==> config.mk <==
export PLATFORM = sky130hd
export DESIGN_NAME = rcib_bridge
export DESIGN_NICKNAME = d
export VERILOG_FILES = /design/src/rtl/rcib_pkg.sv /design/src/rtl/rcib_regfile.sv /design/src/rtl/rcib_outbuf.sv /design/src/rtl/rcib_ctrl.sv /design/src/rtl/rcib_bridge.sv
export SDC_FILE = /design/constraint.sdc
export NUM_CORES = 1
export LEC_CHECK = 0
export ABC_AREA = 1
export CORE_UTILIZATION = 40
export CTS_CLUSTER_DIAMETER = 60
export DETAILED_ROUTE_END_ITERATION = 10
export DONT_BUFFER_PORTS = 1
export GPL_TIMING_DRIVEN = 0
export PLACE_DENSITY = 0.5
export SYNTH_ARGS = -nofsm -noshare
export SYNTH_HDL_FRONTEND = slang
export SYNTH_SLANG_ARGS = --single-unit
==> constraint.sdc <==
create_clock -name clk -period 8.71 [get_ports clk]
set_input_delay 0 -clock clk [delete_from_list [all_inputs] [get_ports clk]]
set_output_delay 0 -clock clk [all_outputs]
set_load 0.005 [all_outputs]
==> src/rtl/rcib_pkg.sv <==
package rcib_pkg;
  localparam int AW = 6;
  localparam logic [AW-1:0] STB_BASE = 6'h30;

  typedef enum logic [2:0] {
    M_IDLE = 3'd0,
    M_SWR  = 3'd1,
    M_SRD  = 3'd2,
    M_BWR  = 3'd3,
    M_BRD  = 3'd4
  } mode_e;
endpackage

==> src/rtl/rcib_regfile.sv <==
module rcib_regfile #(
  parameter int NREG = 42
) (
  input  logic                  clk,
  input  logic                  rst_n,
  input  logic                  we,
  input  logic                  wide,
  input  logic [rcib_pkg::AW-1:0] addr,
  input  logic [15:0]           wdata,
  output logic [7:0]            rdata0,
  output logic [7:0]            rdata1
);
  import rcib_pkg::*;

  logic [7:0]    mem_q [NREG];
  logic [AW-1:0] addr_p1;

  assign addr_p1 = addr + 6'd1;

  for (genvar gi = 0; gi < NREG; gi++) begin : g_cell
    logic       hit_first;
    logic       hit_second;
    logic [7:0] cell_d;

    assign hit_first  = we && (addr == AW'(gi));
    assign hit_second = we && wide && (addr_p1 == AW'(gi));

    always_comb begin
      cell_d = mem_q[gi];
      if (hit_first)       cell_d = wide ? wdata[15:8] : wdata[7:0];
      else if (hit_second) cell_d = wdata[7:0];
    end

    always_ff @(posedge clk or negedge rst_n) begin
      if (!rst_n)                       mem_q[gi] <= 8'h00;
      else if (hit_first || hit_second) mem_q[gi] <= cell_d;
    end
  end

  always_comb begin
    rdata0 = 8'h00;
    rdata1 = 8'h00;
    for (int i = 0; i < NREG; i++) begin
      if (addr == AW'(i))    rdata0 = mem_q[i];
      if (addr_p1 == AW'(i)) rdata1 = mem_q[i];
    end
  end
endmodule

==> src/rtl/rcib_outbuf.sv <==
module rcib_outbuf (
  input  logic       clk,
  input  logic       rst_n,
  input  logic       clear,
  input  logic       load,
  input  logic       load_two,
  input  logic [7:0] ld0,
  input  logic [7:0] ld1,
  input  logic       consume,
  input  logic       consume_two,
  output logic [7:0] q0,
  output logic [7:0] q1,
  output logic [1:0] cnt
);
  logic [7:0] q0_q, q1_q, q0_d, q1_d;
  logic [1:0] cnt_q, cnt_d;

  always_comb begin
    q0_d  = q0_q;
    q1_d  = q1_q;
    cnt_d = cnt_q;
    if (load) begin
      q0_d  = ld0;
      q1_d  = load_two ? ld1 : 8'h00;
      cnt_d = load_two ? 2'd2 : 2'd1;
    end else if (clear) begin
      q0_d  = 8'h00;
      q1_d  = 8'h00;
      cnt_d = 2'd0;
    end else if (consume) begin
      if (consume_two) begin
        q0_d  = 8'h00;
        q1_d  = 8'h00;
        cnt_d = 2'd0;
      end else begin
        q0_d  = q1_q;
        q1_d  = 8'h00;
        cnt_d = cnt_q - 2'd1;
      end
    end
  end

  always_ff @(posedge clk or negedge rst_n) begin
    if (!rst_n) begin
      q0_q  <= 8'h00;
      q1_q  <= 8'h00;
      cnt_q <= 2'd0;
    end else begin
      q0_q  <= q0_d;
      q1_q  <= q1_d;
      cnt_q <= cnt_d;
    end
  end

  assign q0  = q0_q;
  assign q1  = q1_q;
  assign cnt = cnt_q;

  // the buffer never claims more than two queued bytes
  p_cnt_bound_r6: assert property (@(posedge clk) disable iff (!rst_n)
    cnt_q <= 2'd2);

  // a lone single-byte take shrinks the count by one
  p_take_one_r9: assert property (@(posedge clk) disable iff (!rst_n)
    (consume && !consume_two && !load && !clear) |=> (cnt_q == $past(cnt_q) - 2'd1));
endmodule

==> src/rtl/rcib_ctrl.sv <==
module rcib_ctrl #(
  parameter int NSTROBE  = 14,
  parameter int FILLW    = 7,
  parameter int BUSY_CYC = 2
) (
  input  logic                    clk,
  input  logic                    rst_n,
  input  logic                    host_instr_we,
  input  logic                    host_din_we,
  input  logic                    host_wide,
  input  logic [15:0]             host_wdata,
  input  logic                    host_instr_ar,
  input  logic                    host_rd,
  input  logic                    host_rd_wide,
  input  logic [1:0]              host_rd_ar,
  input  logic                    radio_nrdy,
  input  logic [2:0]              radio_state,
  input  logic [FILLW-1:0]        tx_fill,
  input  logic [FILLW-1:0]        rx_fill,
  input  logic [1:0]              buf_cnt,
  output logic [rcib_pkg::AW-1:0] acc_addr,
  output logic                    rf_we,
  output logic                    rf_wide,
  output logic                    buf_clear,
  output logic                    buf_load,
  output logic                    buf_load_two,
  output logic                    buf_consume,
  output logic                    buf_consume_two,
  output logic [7:0]              status,
  output logic [NSTROBE-1:0]      strobe,
  output logic                    err_operand,
  output logic                    err_nodata,
  output logic                    err_overwrite
);
  import rcib_pkg::*;

  localparam int BW = $clog2(BUSY_CYC + 1);
  localparam logic [6:0] STB_END = 7'(48 + NSTROBE);

  mode_e             mode_q, mode_d;
  logic [AW-1:0]     addr_q, addr_d;
  logic [BW-1:0]     busy_q, busy_d;
  logic [7:0]        status_q, status_d;
  logic [NSTROBE-1:0] strobe_q, strobe_d;
  logic              eop_q, eop_d, end_q, end_d, eov_q, eov_d;

  logic [7:0]    ib;
  logic          busy;
  logic          is_strobe;
  logic [AW-1:0] stb_idx;
  logic [1:0]    need;

  function automatic logic [3:0] sat_fill(input logic [FILLW-1:0] f);
    return (f > FILLW'(15)) ? 4'hF : f[3:0];
  endfunction

  assign ib        = host_wide ? host_wdata[15:8] : host_wdata[7:0];
  assign busy      = (busy_q != '0);
  assign is_strobe = !ib[6] && ({1'b0, ib[5:0]} >= 7'h30) && ({1'b0, ib[5:0]} < STB_END);
  assign stb_idx   = ib[5:0] - STB_BASE;
  assign need      = host_rd_wide ? 2'd2 : 2'd1;

  always_comb begin
    mode_d          = mode_q;
    addr_d          = addr_q;
    busy_d          = busy ? busy_q - BW'(1) : busy_q;
    status_d        = status_q;
    strobe_d        = '0;
    eop_d           = 1'b0;
    end_d           = 1'b0;
    eov_d           = 1'b0;
    acc_addr        = addr_q;
    rf_we           = 1'b0;
    rf_wide         = 1'b0;
    buf_clear       = 1'b0;
    buf_load        = 1'b0;
    buf_load_two    = 1'b0;
    buf_consume     = 1'b0;
    buf_consume_two = 1'b0;

    if (host_instr_we) begin
      if (busy) begin
        eov_d = 1'b1;
      end else begin
        if (mode_q == M_SWR || mode_q == M_SRD) eop_d = 1'b1;
        status_d  = {radio_nrdy, radio_state, ib[7] ? sat_fill(rx_fill) : sat_fill(tx_fill)};
        buf_clear = 1'b1;
        acc_addr  = ib[5:0];
        addr_d    = ib[5:0];
        mode_d    = M_IDLE;
        if (is_strobe) begin
          strobe_d = NSTROBE'(1) << stb_idx;
          if (host_wide) eop_d = 1'b1;
        end else if (host_wide || (host_instr_ar && ib[7])) begin
          if (host_wide) busy_d = BW'(BUSY_CYC);
          addr_d = ib[6] ? ib[5:0] + 6'd1 : ib[5:0];
          if (ib[7]) begin
            buf_load = 1'b1;
            mode_d   = ib[6] ? M_BRD : M_IDLE;
          end else begin
            rf_we  = 1'b1;
            mode_d = ib[6] ? M_BWR : M_IDLE;
          end
        end else begin
          case ({ib[7], ib[6]})
            2'b00:   mode_d = M_SWR;
            2'b01:   mode_d = M_BWR;
            2'b10:   mode_d = M_SRD;
            default: mode_d = M_BRD;
          endcase
        end
      end
    end else if (host_din_we) begin
      if (busy) begin
        eov_d = 1'b1;
      end else begin
        case (mode_q)
          M_SWR, M_SRD: begin
            if (host_wide) begin
              eop_d = 1'b1;
            end else begin
              rf_we    = (mode_q == M_SWR);
              buf_load = (mode_q == M_SRD);
              mode_d   = M_IDLE;
              busy_d   = BW'(BUSY_CYC);
            end
          end
          M_BWR, M_BRD: begin
            rf_we        = (mode_q == M_BWR);
            rf_wide      = (mode_q == M_BWR) && host_wide;
            buf_load     = (mode_q == M_BRD);
            buf_load_two = (mode_q == M_BRD) && host_wide;
            addr_d       = addr_q + (host_wide ? 6'd2 : 6'd1);
            busy_d       = BW'(BUSY_CYC);
          end
          default: eop_d = 1'b1;
        endcase
      end
    end else if (host_rd) begin
      if (buf_cnt < need) begin
        end_d = 1'b1;
      end else begin
        buf_consume     = 1'b1;
        buf_consume_two = host_rd_wide;
        if (host_rd_ar != 2'd0) begin
          if (mode_q == M_BRD) begin
            buf_load     = 1'b1;
            buf_load_two = host_rd_ar[1];
            addr_d       = addr_q + (host_rd_ar[1] ? 6'd2 : 6'd1);
          end else begin
            eop_d = 1'b1;
          end
        end
      end
    end
  end

  always_ff @(posedge clk or negedge rst_n) begin
    if (!rst_n) begin
      mode_q   <= M_IDLE;
      addr_q   <= '0;
      busy_q   <= '0;
      status_q <= 8'h00;
      strobe_q <= '0;
      eop_q    <= 1'b0;
      end_q    <= 1'b0;
      eov_q    <= 1'b0;
    end else begin
      mode_q   <= mode_d;
      addr_q   <= addr_d;
      busy_q   <= busy_d;
      status_q <= status_d;
      strobe_q <= strobe_d;
      eop_q    <= eop_d;
      end_q    <= end_d;
      eov_q    <= eov_d;
    end
  end

  assign status        = status_q;
  assign strobe        = strobe_q;
  assign err_operand   = eop_q;
  assign err_nodata    = end_q;
  assign err_overwrite = eov_q;

  // at most one strobe line at a time, and only after an instruction write
  p_strobe_onehot_r5: assert property (@(posedge clk) disable iff (!rst_n)
    $onehot0(strobe_q));
  p_strobe_cause_r5: assert property (@(posedge clk) disable iff (!rst_n)
    (strobe_q != '0) |-> $past(host_instr_we));

  // status moves only when an instruction is written
  p_status_hold_r1: assert property (@(posedge clk) disable iff (!rst_n)
    !host_instr_we |=> $stable(status_q));

  // a data-in write inside the busy window is flagged
  p_overwrite_r10: assert property (@(posedge clk) disable iff (!rst_n)
    (host_din_we && !host_instr_we && busy) |=> err_overwrite);

  // a host read larger than the queued data is flagged
  p_nodata_r9: assert property (@(posedge clk) disable iff (!rst_n)
    (host_rd && !host_instr_we && !host_din_we && (buf_cnt < need)) |=> err_nodata);
endmodule

==> src/rtl/rcib_bridge.sv <==
module rcib_bridge #(
  parameter int NREG     = 42,
  parameter int NSTROBE  = 14,
  parameter int FILLW    = 7,
  parameter int BUSY_CYC = 2
) (
  input  logic               clk,
  input  logic               rst_n,
  input  logic               host_instr_we,
  input  logic               host_din_we,
  input  logic               host_wide,
  input  logic [15:0]        host_wdata,
  input  logic               host_instr_ar,
  input  logic               host_rd,
  input  logic               host_rd_wide,
  input  logic [1:0]         host_rd_ar,
  input  logic               radio_nrdy,
  input  logic [2:0]         radio_state,
  input  logic [FILLW-1:0]   tx_fill,
  input  logic [FILLW-1:0]   rx_fill,
  output logic [7:0]         status,
  output logic [7:0]         dout_byte,
  output logic [15:0]        dout_word,
  output logic [NSTROBE-1:0] strobe,
  output logic               err_operand,
  output logic               err_nodata,
  output logic               err_overwrite
);
  import rcib_pkg::*;

  logic [AW-1:0] acc_addr;
  logic          rf_we, rf_wide;
  logic [7:0]    rdata0, rdata1;
  logic          buf_clear, buf_load, buf_load_two, buf_consume, buf_consume_two;
  logic [7:0]    q0, q1;
  logic [1:0]    buf_cnt;

  rcib_ctrl #(
    .NSTROBE (NSTROBE),
    .FILLW   (FILLW),
    .BUSY_CYC(BUSY_CYC)
  ) u_ctrl (
    .clk             (clk),
    .rst_n           (rst_n),
    .host_instr_we   (host_instr_we),
    .host_din_we     (host_din_we),
    .host_wide       (host_wide),
    .host_wdata      (host_wdata),
    .host_instr_ar   (host_instr_ar),
    .host_rd         (host_rd),
    .host_rd_wide    (host_rd_wide),
    .host_rd_ar      (host_rd_ar),
    .radio_nrdy      (radio_nrdy),
    .radio_state     (radio_state),
    .tx_fill         (tx_fill),
    .rx_fill         (rx_fill),
    .buf_cnt         (buf_cnt),
    .acc_addr        (acc_addr),
    .rf_we           (rf_we),
    .rf_wide         (rf_wide),
    .buf_clear       (buf_clear),
    .buf_load        (buf_load),
    .buf_load_two    (buf_load_two),
    .buf_consume     (buf_consume),
    .buf_consume_two (buf_consume_two),
    .status          (status),
    .strobe          (strobe),
    .err_operand     (err_operand),
    .err_nodata      (err_nodata),
    .err_overwrite   (err_overwrite)
  );

  rcib_regfile #(.NREG(NREG)) u_regs (
    .clk    (clk),
    .rst_n  (rst_n),
    .we     (rf_we),
    .wide   (rf_wide),
    .addr   (acc_addr),
    .wdata  (host_wdata),
    .rdata0 (rdata0),
    .rdata1 (rdata1)
  );

  rcib_outbuf u_obuf (
    .clk         (clk),
    .rst_n       (rst_n),
    .clear       (buf_clear),
    .load        (buf_load),
    .load_two    (buf_load_two),
    .ld0         (rdata0),
    .ld1         (rdata1),
    .consume     (buf_consume),
    .consume_two (buf_consume_two),
    .q0          (q0),
    .q1          (q1),
    .cnt         (buf_cnt)
  );

  assign dout_byte = q0;
  assign dout_word = {q0, q1};
endmodule

==> reports/summary.md, run 1 <==
* site row count: 91
* Final Worst Setup Slack: 2.18 ns
* remaining routing DRC violations: 0
* relative contribution of combinational cells to total power: 0.352
* number of ports placed on the die boundary: 93
* global-route wire length before repair: 164000 um
* fraction of post-synthesis cell area in the top cell type by area: 0.389
* violations in the final reports: hold timing, capacitance limit, slew limit
* Routed WL per cell: 23.2 um
* share of layout cells above drive strength 1: 0.0594
* H-tree levels: 2
* proportion of power drawn by the clock network: 0.274
* pre-CTS WS: 2.80 ns
* RSZ-0062 raised after global routing: false
* cell taking the most area after synthesis: dfrtp_1
* maximum buffer depth of the clock tree: 3
* capturing point of the worst reg2reg path: u_obuf.q0[0]
* root buffer cell: clkbuf_16
* hold violation count in the final report: 390
* launch point of the worst reg-to-reg path: u_ctrl.busy_q[1]
* Post-Route WL: 113000 um
* total non-filler cell area in the finished layout: 0.0283 sq mm
* Most used DFF post-synth: dfrtp_1
* Initial Util: 0.406
* clock transition at the registers of the reported paths: 0.06 ns
* share of flip-flops with an asynchronous set or reset: 1.00
* leakage power summed over all cells: 12.9 nW
* run status: complete, but fails checks
* via density per instance: 5.55
* die span in y: 253 um
* count of maximum capacitance violations: 2
* drt pass-1 iters: 9
* largest net degree at the start of global routing: 391
* power per standard cell area: 275 mW/mm^2
* kind of end point of the critical path: register
* detailed-route via count: 27000
* Num Clock Sinks: 390
* Iteration-0 DRC Markers: 3077
* number of different library cells in the post-synthesis netlist: 50
* Data arrival, critical path: 7.05 ns
* worst reg2reg path depth: 32
* Detail Placement HPWL: 80200 um
* CTS tree: done
* mean cell area of the mapped netlist: 6.46 sq um
* die area: 0.0638 sq mm
* PnR Total Power: 7.80 mW
* max-slew violation count: 13
* core area: 0.0618 sq mm
* GRT Resource Usage Total: 0.351
* cells taking the most area after synthesis: dfrtp_1 39%, nand2_1 22%, o21ai_0 15%
* worst-case headroom to the max-slew limit: -0.0120
* number of nets in the layout: 4039
* final setup violation count: 0
* Final Hold Slack: -0.915 ns
* critical path class: primary input to register
* share of synthesized area occupied by flip-flops and latches: 0.389
* number of antenna violations at the first check in global routing: 6
* maximum ir drop on the vdd rail: 0.159 mV
* data required time of the worst path: 9.23 ns
* internal power contribution: 4.43 mW
* TritonCTS buffer count: 52
* netlist area before placement: 0.0251 sq mm
* overflow left after global routing: 0
* antenna violation net count after detailed routing: 0
* Worst R2R Setup Slack: 3.37 ns
* Switching Power: 3.37 mW
* share of total power consumed by net switching: 0.432
* Sum Neg Setup Slack: 0 ns
* worst setup skew after layout: 0.0233 ns
* number of enable flip-flop cells after synthesis: 0
* critical path launch point type: primary input
* area delta synth->final: 12.9%
* total of flip-flops plus latches after synthesis: 390
* Buffers on Ports: 0
* final worst path period need: 6.53 ns
* max frequency: 153 MHz
* cts hold-fix bufs: 48
* die span in x: 253 um
* YS warnings: 0
* post-place instance area: 0.0262 sq mm
* type of the worst min-delay path: primary input to asynchronous set/reset pin
* RD Place Congestion: 0.986
* Clock Latency Late Sink: 0.61 ns
* number of nets in the synthesized netlist: 3936
* part of the power in registers: 0.374
* final worst path period share: 0.750
* worst slew pin tran: 1.52 ns
* crit-path max FO: 11
* vias in the first global route: 25400
* Gate Count Post-Synth: 3884
* # fillers: 6614
[cell usage after synthesis, drive strengths merged, types with 3 or more instances]
library cell and instances:
nand2 1509, nor2 214, o22ai 3, buf 41
nand4 88, clkbuf 182, nand3 82, o21ai 767
inv 311, xor2 3, or2 89, nor3 14
a211oi 3, ha 7, clkinv 7, dfrtp 390
a21oi 141, a31oi 4, nor4 3, o211ai 7
nand3b 7
[flip-flops by register name, indices dropped and copies added, names as in the netlist]
name	count
u_ctrl.err_nodata	1
u_ctrl.addr_q	6
u_ctrl.err_overwrite	1
u_obuf.cnt	2
u_ctrl.status	8
u_ctrl.strobe	14
u_ctrl.err_operand	1
u_ctrl.busy_q	2
u_obuf.q0	8
u_ctrl.mode_q	3
u_obuf.q1	8
u_regs.mem_q	336
[power by group through the flow]
| stage | registers, mW | clock network, mW | logic (mW) |
|---|---|---|---|
| finish | 2.92 | 2.14 | 2.74 |
| global route | 2.97 | 2.24 | 3.00 |
| CTS | 2.89 | 2.17 | 2.69 |
| detailed placement | 2.91 | 0 | 2.65 |
| global placement | 2.91 | 0 | 2.62 |
| floorplan | 2.68 | 0 | 1.72 |
[final cells by class]
class / instances / area, sq um / area share
multi-input combinational: 2953 / 13200 / 0.467
sequential: 390 / 9760 / 0.344
clock buffer: 72 / 1500 / 0.0529
inverter: 318 / 1190 / 0.0421
tap: 837 / 1050 / 0.0370
buffer: 223 / 910 / 0.0321
timing repair buffer: 49 / 492 / 0.0174
clock inverter: 21 / 179 / 0.00632
antenna: 3 / 7.51 / 0.000265
[metrics by stage]
stage / utilization / std cells / hold slack (ns)
2_1_floorplan: - / 3884 / -0.296
3_3_place_gp: 0.423 / 4721 / -0.288
3_5_place_dp: 0.423 / 4722 / -0.286
4_1_cts: 0.458 / 4863 / -0.943
5_1_grt: 0.458 / 4865 / -0.933
6_report: 0.458 / 4866 / -0.915
[worst max path at each step]
stage	startpoint	end	slack, ns	cells after the start
5_1_grt	host_wide	u_regs.mem_q[246]	2.19	20
2_1_floorplan	u_ctrl.busy_q[1]	u_obuf.q1[4]	5.51	39
4_1_cts	host_wide	u_regs.mem_q[246]	2.61	20
3_3_place_gp	host_wdata[3]	u_regs.mem_q[245]	2.80	17
3_5_place_dp	host_wdata[3]	u_regs.mem_q[246]	2.80	17
6_report	host_wide	u_regs.mem_q[319]	2.18	19
[critical path: stages]
cell,delay (ns)
dlygate4sd3_1,0.57
buf_6,0.15
buf_6,0.16
nand2_2,0.06
dlygate4sd3_1,0.60
nand2_4,0.10
dlygate4sd3_1,0.64
inv_1,0.13
nand4_1,0.11
o31ai_1,0.10
nand2_1,0.19
nand3_1,0.13
o22ai_1,1.14
nand2_1,1.15
clkbuf_1,0.74
o21ai_0,0.34
inv_1,0.19
clkbuf_1,0.25
o21ai_0,0.25
[layout by cell type, fill, tap and decap left out, types with 17 or more instances in the layout]
| cell type | netlist | routed |
|---|---|---|
| nand2_1 | 1495 | 1495 |
| o21ai_0 | 756 | 754 |
| dfrtp_1 | 390 | 390 |
| inv_1 | 294 | 294 |
| nor2_1 | 194 | 194 |
| clkbuf_1 | 182 | 191 |
| a21oi_1 | 141 | 141 |
| nand4_1 | 88 | 88 |
| nand3_1 | 81 | 81 |
| or2_2 | 76 | 76 |
| clkbuf_16 | 0 | 53 |
| dlygate4sd3_1 | 0 | 48 |
| buf_1 | 23 | 23 |
| inv_2 | 17 | 17 |
[layer usage]
| metal | GRT usage | wire (um) | part of all wire |
|---|---|---|---|
| met4 | 0.169 | 5630 | 0.050 |
| met2 | 0.543 | 49800 | 0.44 |
| met1 | 0.465 | 46900 | 0.42 |
| met5 | 0 | 13 | 0.00012 |
| met3 | 0.0744 | 10600 | 0.094 |
[kinds of logic after synthesis]
kind of cell             Yosys count  share of synthesized area
AO/OA/AOI/OAI                    934                      0.190
flip-flops                       390                      0.389
buffers and inverters            541                     0.0838
adder cells (fa/ha/maj)            8                    0.00429
XOR/XNOR                           4                    0.00140
AND/OR/NAND/NOR                 2007                      0.332
[timing repair]
item                                   in CTS  in global routing
endpoints found under the hold margin     454                390
setup buffers                               0                  0
gates resized for setup                     0                  0
Note: power is estimated with default switching activity, not from simulation.
==> inputs of run 2 (changes only) <==
- PLACE_DENSITY: 0.5 -> 0.52
- clock period: 8.71 -> 5.4 ns (I/O delays scaled with it)
==> run 2 against run 1 <==
Against the previous run: the run ends with hold timing left; cell count about the same; non-clock buffer count grew 5; flip-flop and latch count stayed put; die area stayed put.
==> reports/summary.md, run 2 (synthesis results as in run 1) <==
* number of ports placed on the die boundary: 93
* Num Clock Sinks: 390
* critical path launch point type: register
* number of nets in the layout: 4045
* Data arrival, critical path: 5.73 ns
* most common library cell in the layout ignoring fill and taps: nand2_1
* TritonCTS buffer count: 53
* number of non-filler instances in the completed layout: 4869
* core area: 0.0618 sq mm
* cts hold-fix bufs: 53
* diode insertion count for antenna repair: 0
* crit-path max FO: 10
* kind of end point of the critical path: register
* Initial Util: 0.406
* Post-Route WL: 108000 um
* maximum buffer depth of the clock tree: 3
* final worst path period need: 5.24 ns
* # fillers: 6562
* max frequency: 191 MHz
* hold violation count in the final report: 390
* Clock Latency Late Sink: 0.62 ns
* Sum Neg Setup Slack: 0 ns
* count of maximum capacitance violations: 0
* type of the worst min-delay path: primary input to asynchronous set/reset pin
* CTS tree: done
* Routed WL per cell: 22.2 um
* vias in the first global route: 24200
* run status: complete, but fails checks
* Buffers on Ports: 0
* final setup violation count: 0
* RSZ-0062 raised after global routing: false
* sum of buffers and inverters on the critical path: 2
* final worst path period share: 0.970
* via density per instance: 5.45
* gate family responsible for the most delay along the worst path: simple AND/OR/NAND/NOR gates
* Final Hold Slack: -0.893 ns
* data required time of the worst path: 5.89 ns
* die area: 0.0638 sq mm
* max-slew violation count: 0
* share of layout cells above drive strength 1: 0.0620
* overflow left after global routing: 0
* remaining routing DRC violations: 0
* Iteration-0 DRC Markers: 2807
* number of antenna violations at the first check in global routing: 3
* Final Worst Setup Slack: 0.164 ns
* most used cells in the layout excluding fill and tap cells: 1493 x nand2_1, 754 x o21ai_0, 390 x dfrtp_1
* leakage power summed over all cells: 13.0 nW
* clock transition at the registers of the reported paths: 0.06 ns
* worst setup skew after layout: 0.0246 ns
* worst-case headroom to the max-slew limit: 0.0213
* Detail Placement HPWL: 76700 um
* die span in y: 253 um
* area delta synth->final: 13.6%
* largest register by flop count: u_regs.mem_q
* site row count: 91
* worst slew pin tran: 1.47 ns
* die span in x: 253 um
* power per standard cell area: 447 mW/mm^2
* antenna violation net count after detailed routing: 0
* global-route wire length before repair: 160000 um
* detailed-route via count: 26500
* Largest register FFs: 336
* maximum ir drop on the vdd rail: 0.270 mV
* critical path class: register to register
* root buffer cell: clkbuf_16
* Placed Cells incl. Taps: 4723
* Crit-path slowest cell: dfrtp_1
* H-tree levels: 2
* Critical Path Most Common Cell: nand2_1
* pre-CTS WS: -0.0674 ns
* slowest stage delay, CP: 0.41 ns
* share of the core filled with cells: 0.461
* GRT Resource Usage Total: 0.339
* largest net degree at the start of global routing: 391
* violations in the final reports: hold timing
* drt pass-1 iters: 6
* RD Place Congestion: 0.979
[run 2: changes by cell type in the layout (fill, tap and decap cells not counted), moves of 2 or more]
cell,delta
inv_6,+2
clkbuf_16,+2
diode_2,-3
dlygate4sd3_1,+5
clkbuf_1,-5
nand2_2,+2
clkbuf_8,+5
nand2_1,-2
clkinv_2,-7
[run 2: worst paths after layout]
check,startpoint,endpoint,slack [ns],depth (start not counted)
worst max-delay path,u_ctrl.busy_q[1],u_obuf.q0[7],0.16,32
worst min-delay path,rst_n,u_regs.mem_q[221],-0.89,0
worst max register to register,u_ctrl.busy_q[1],u_obuf.q0[7],0.16,32
worst min register to register,u_regs.mem_q[277],u_regs.mem_q[277],0.49,2
max in group asynchronous,rst_n,u_regs.mem_q[66],5.40,0
min in group clk,host_instr_ar,u_ctrl.addr_q[0],0.04,5
[run 2: worst register-to-register path, delay by kind of cell (launching register included)]
kind | cells | cell delay, ns
AND/OR/NAND/NOR | 27 | 3.64
buffers and inverters | 2 | 0.53
flip-flops | 1 | 0.41
AO/OA/AOI/OAI | 3 | 0.52
[run 2: final cells by class]
cell class                 count  area [sq um]  share of cell area
timing repair buffer          55           549              0.0193
buffer                       222           907              0.0318
multi-input combinational   2953         13300               0.465
inverter                     318          1190              0.0418
tap                          837          1050              0.0367
sequential                   390          9760               0.342
clock buffer                  75          1600              0.0561
clock inverter                19           210             0.00737
[run 2: repair_timing]
| item | in CTS | in global routing |
|---|---|---|
| endpoints found under the setup margin | 0 | 83 |
| setup buffers | 0 | 0 |
| resized for setup | 0 | 6 |
| hold endpoints to repair | 456 | 390 |
[run 2: per-stage QoR]
step	power (mW)	instance area, sq um
floorplan	7.11	25100
global route	13.5	28500
global placement	8.91	26100
CTS	12.7	28500
detailed placement	8.91	26200
finish	12.8	28500
[run 2: power breakdown]
| group | switching (mW) | internal [mW] | leakage [nW] | total [mW] |
|---|---|---|---|---|
| Clock | 1.46 | 2.20 | 0.890 | 3.66 |
| Combinational | 3.00 | 1.34 | 6.78 | 4.34 |
| Sequential | 0.950 | 3.80 | 5.34 | 4.75 |
[run 2: per-layer routing]
metal / routed length, um / part of all wire / GRT usage / vias to the layer above
met5: 0 / 0 / 0 / -
met4: 4170 / 0.038 / 0.134 / 0
met2: 47200 / 0.44 / 0.514 / 1101
met1: 47900 / 0.44 / 0.476 / 12400
met3: 8940 / 0.083 / 0.0637 / 223
li1: - / - / - / 12800
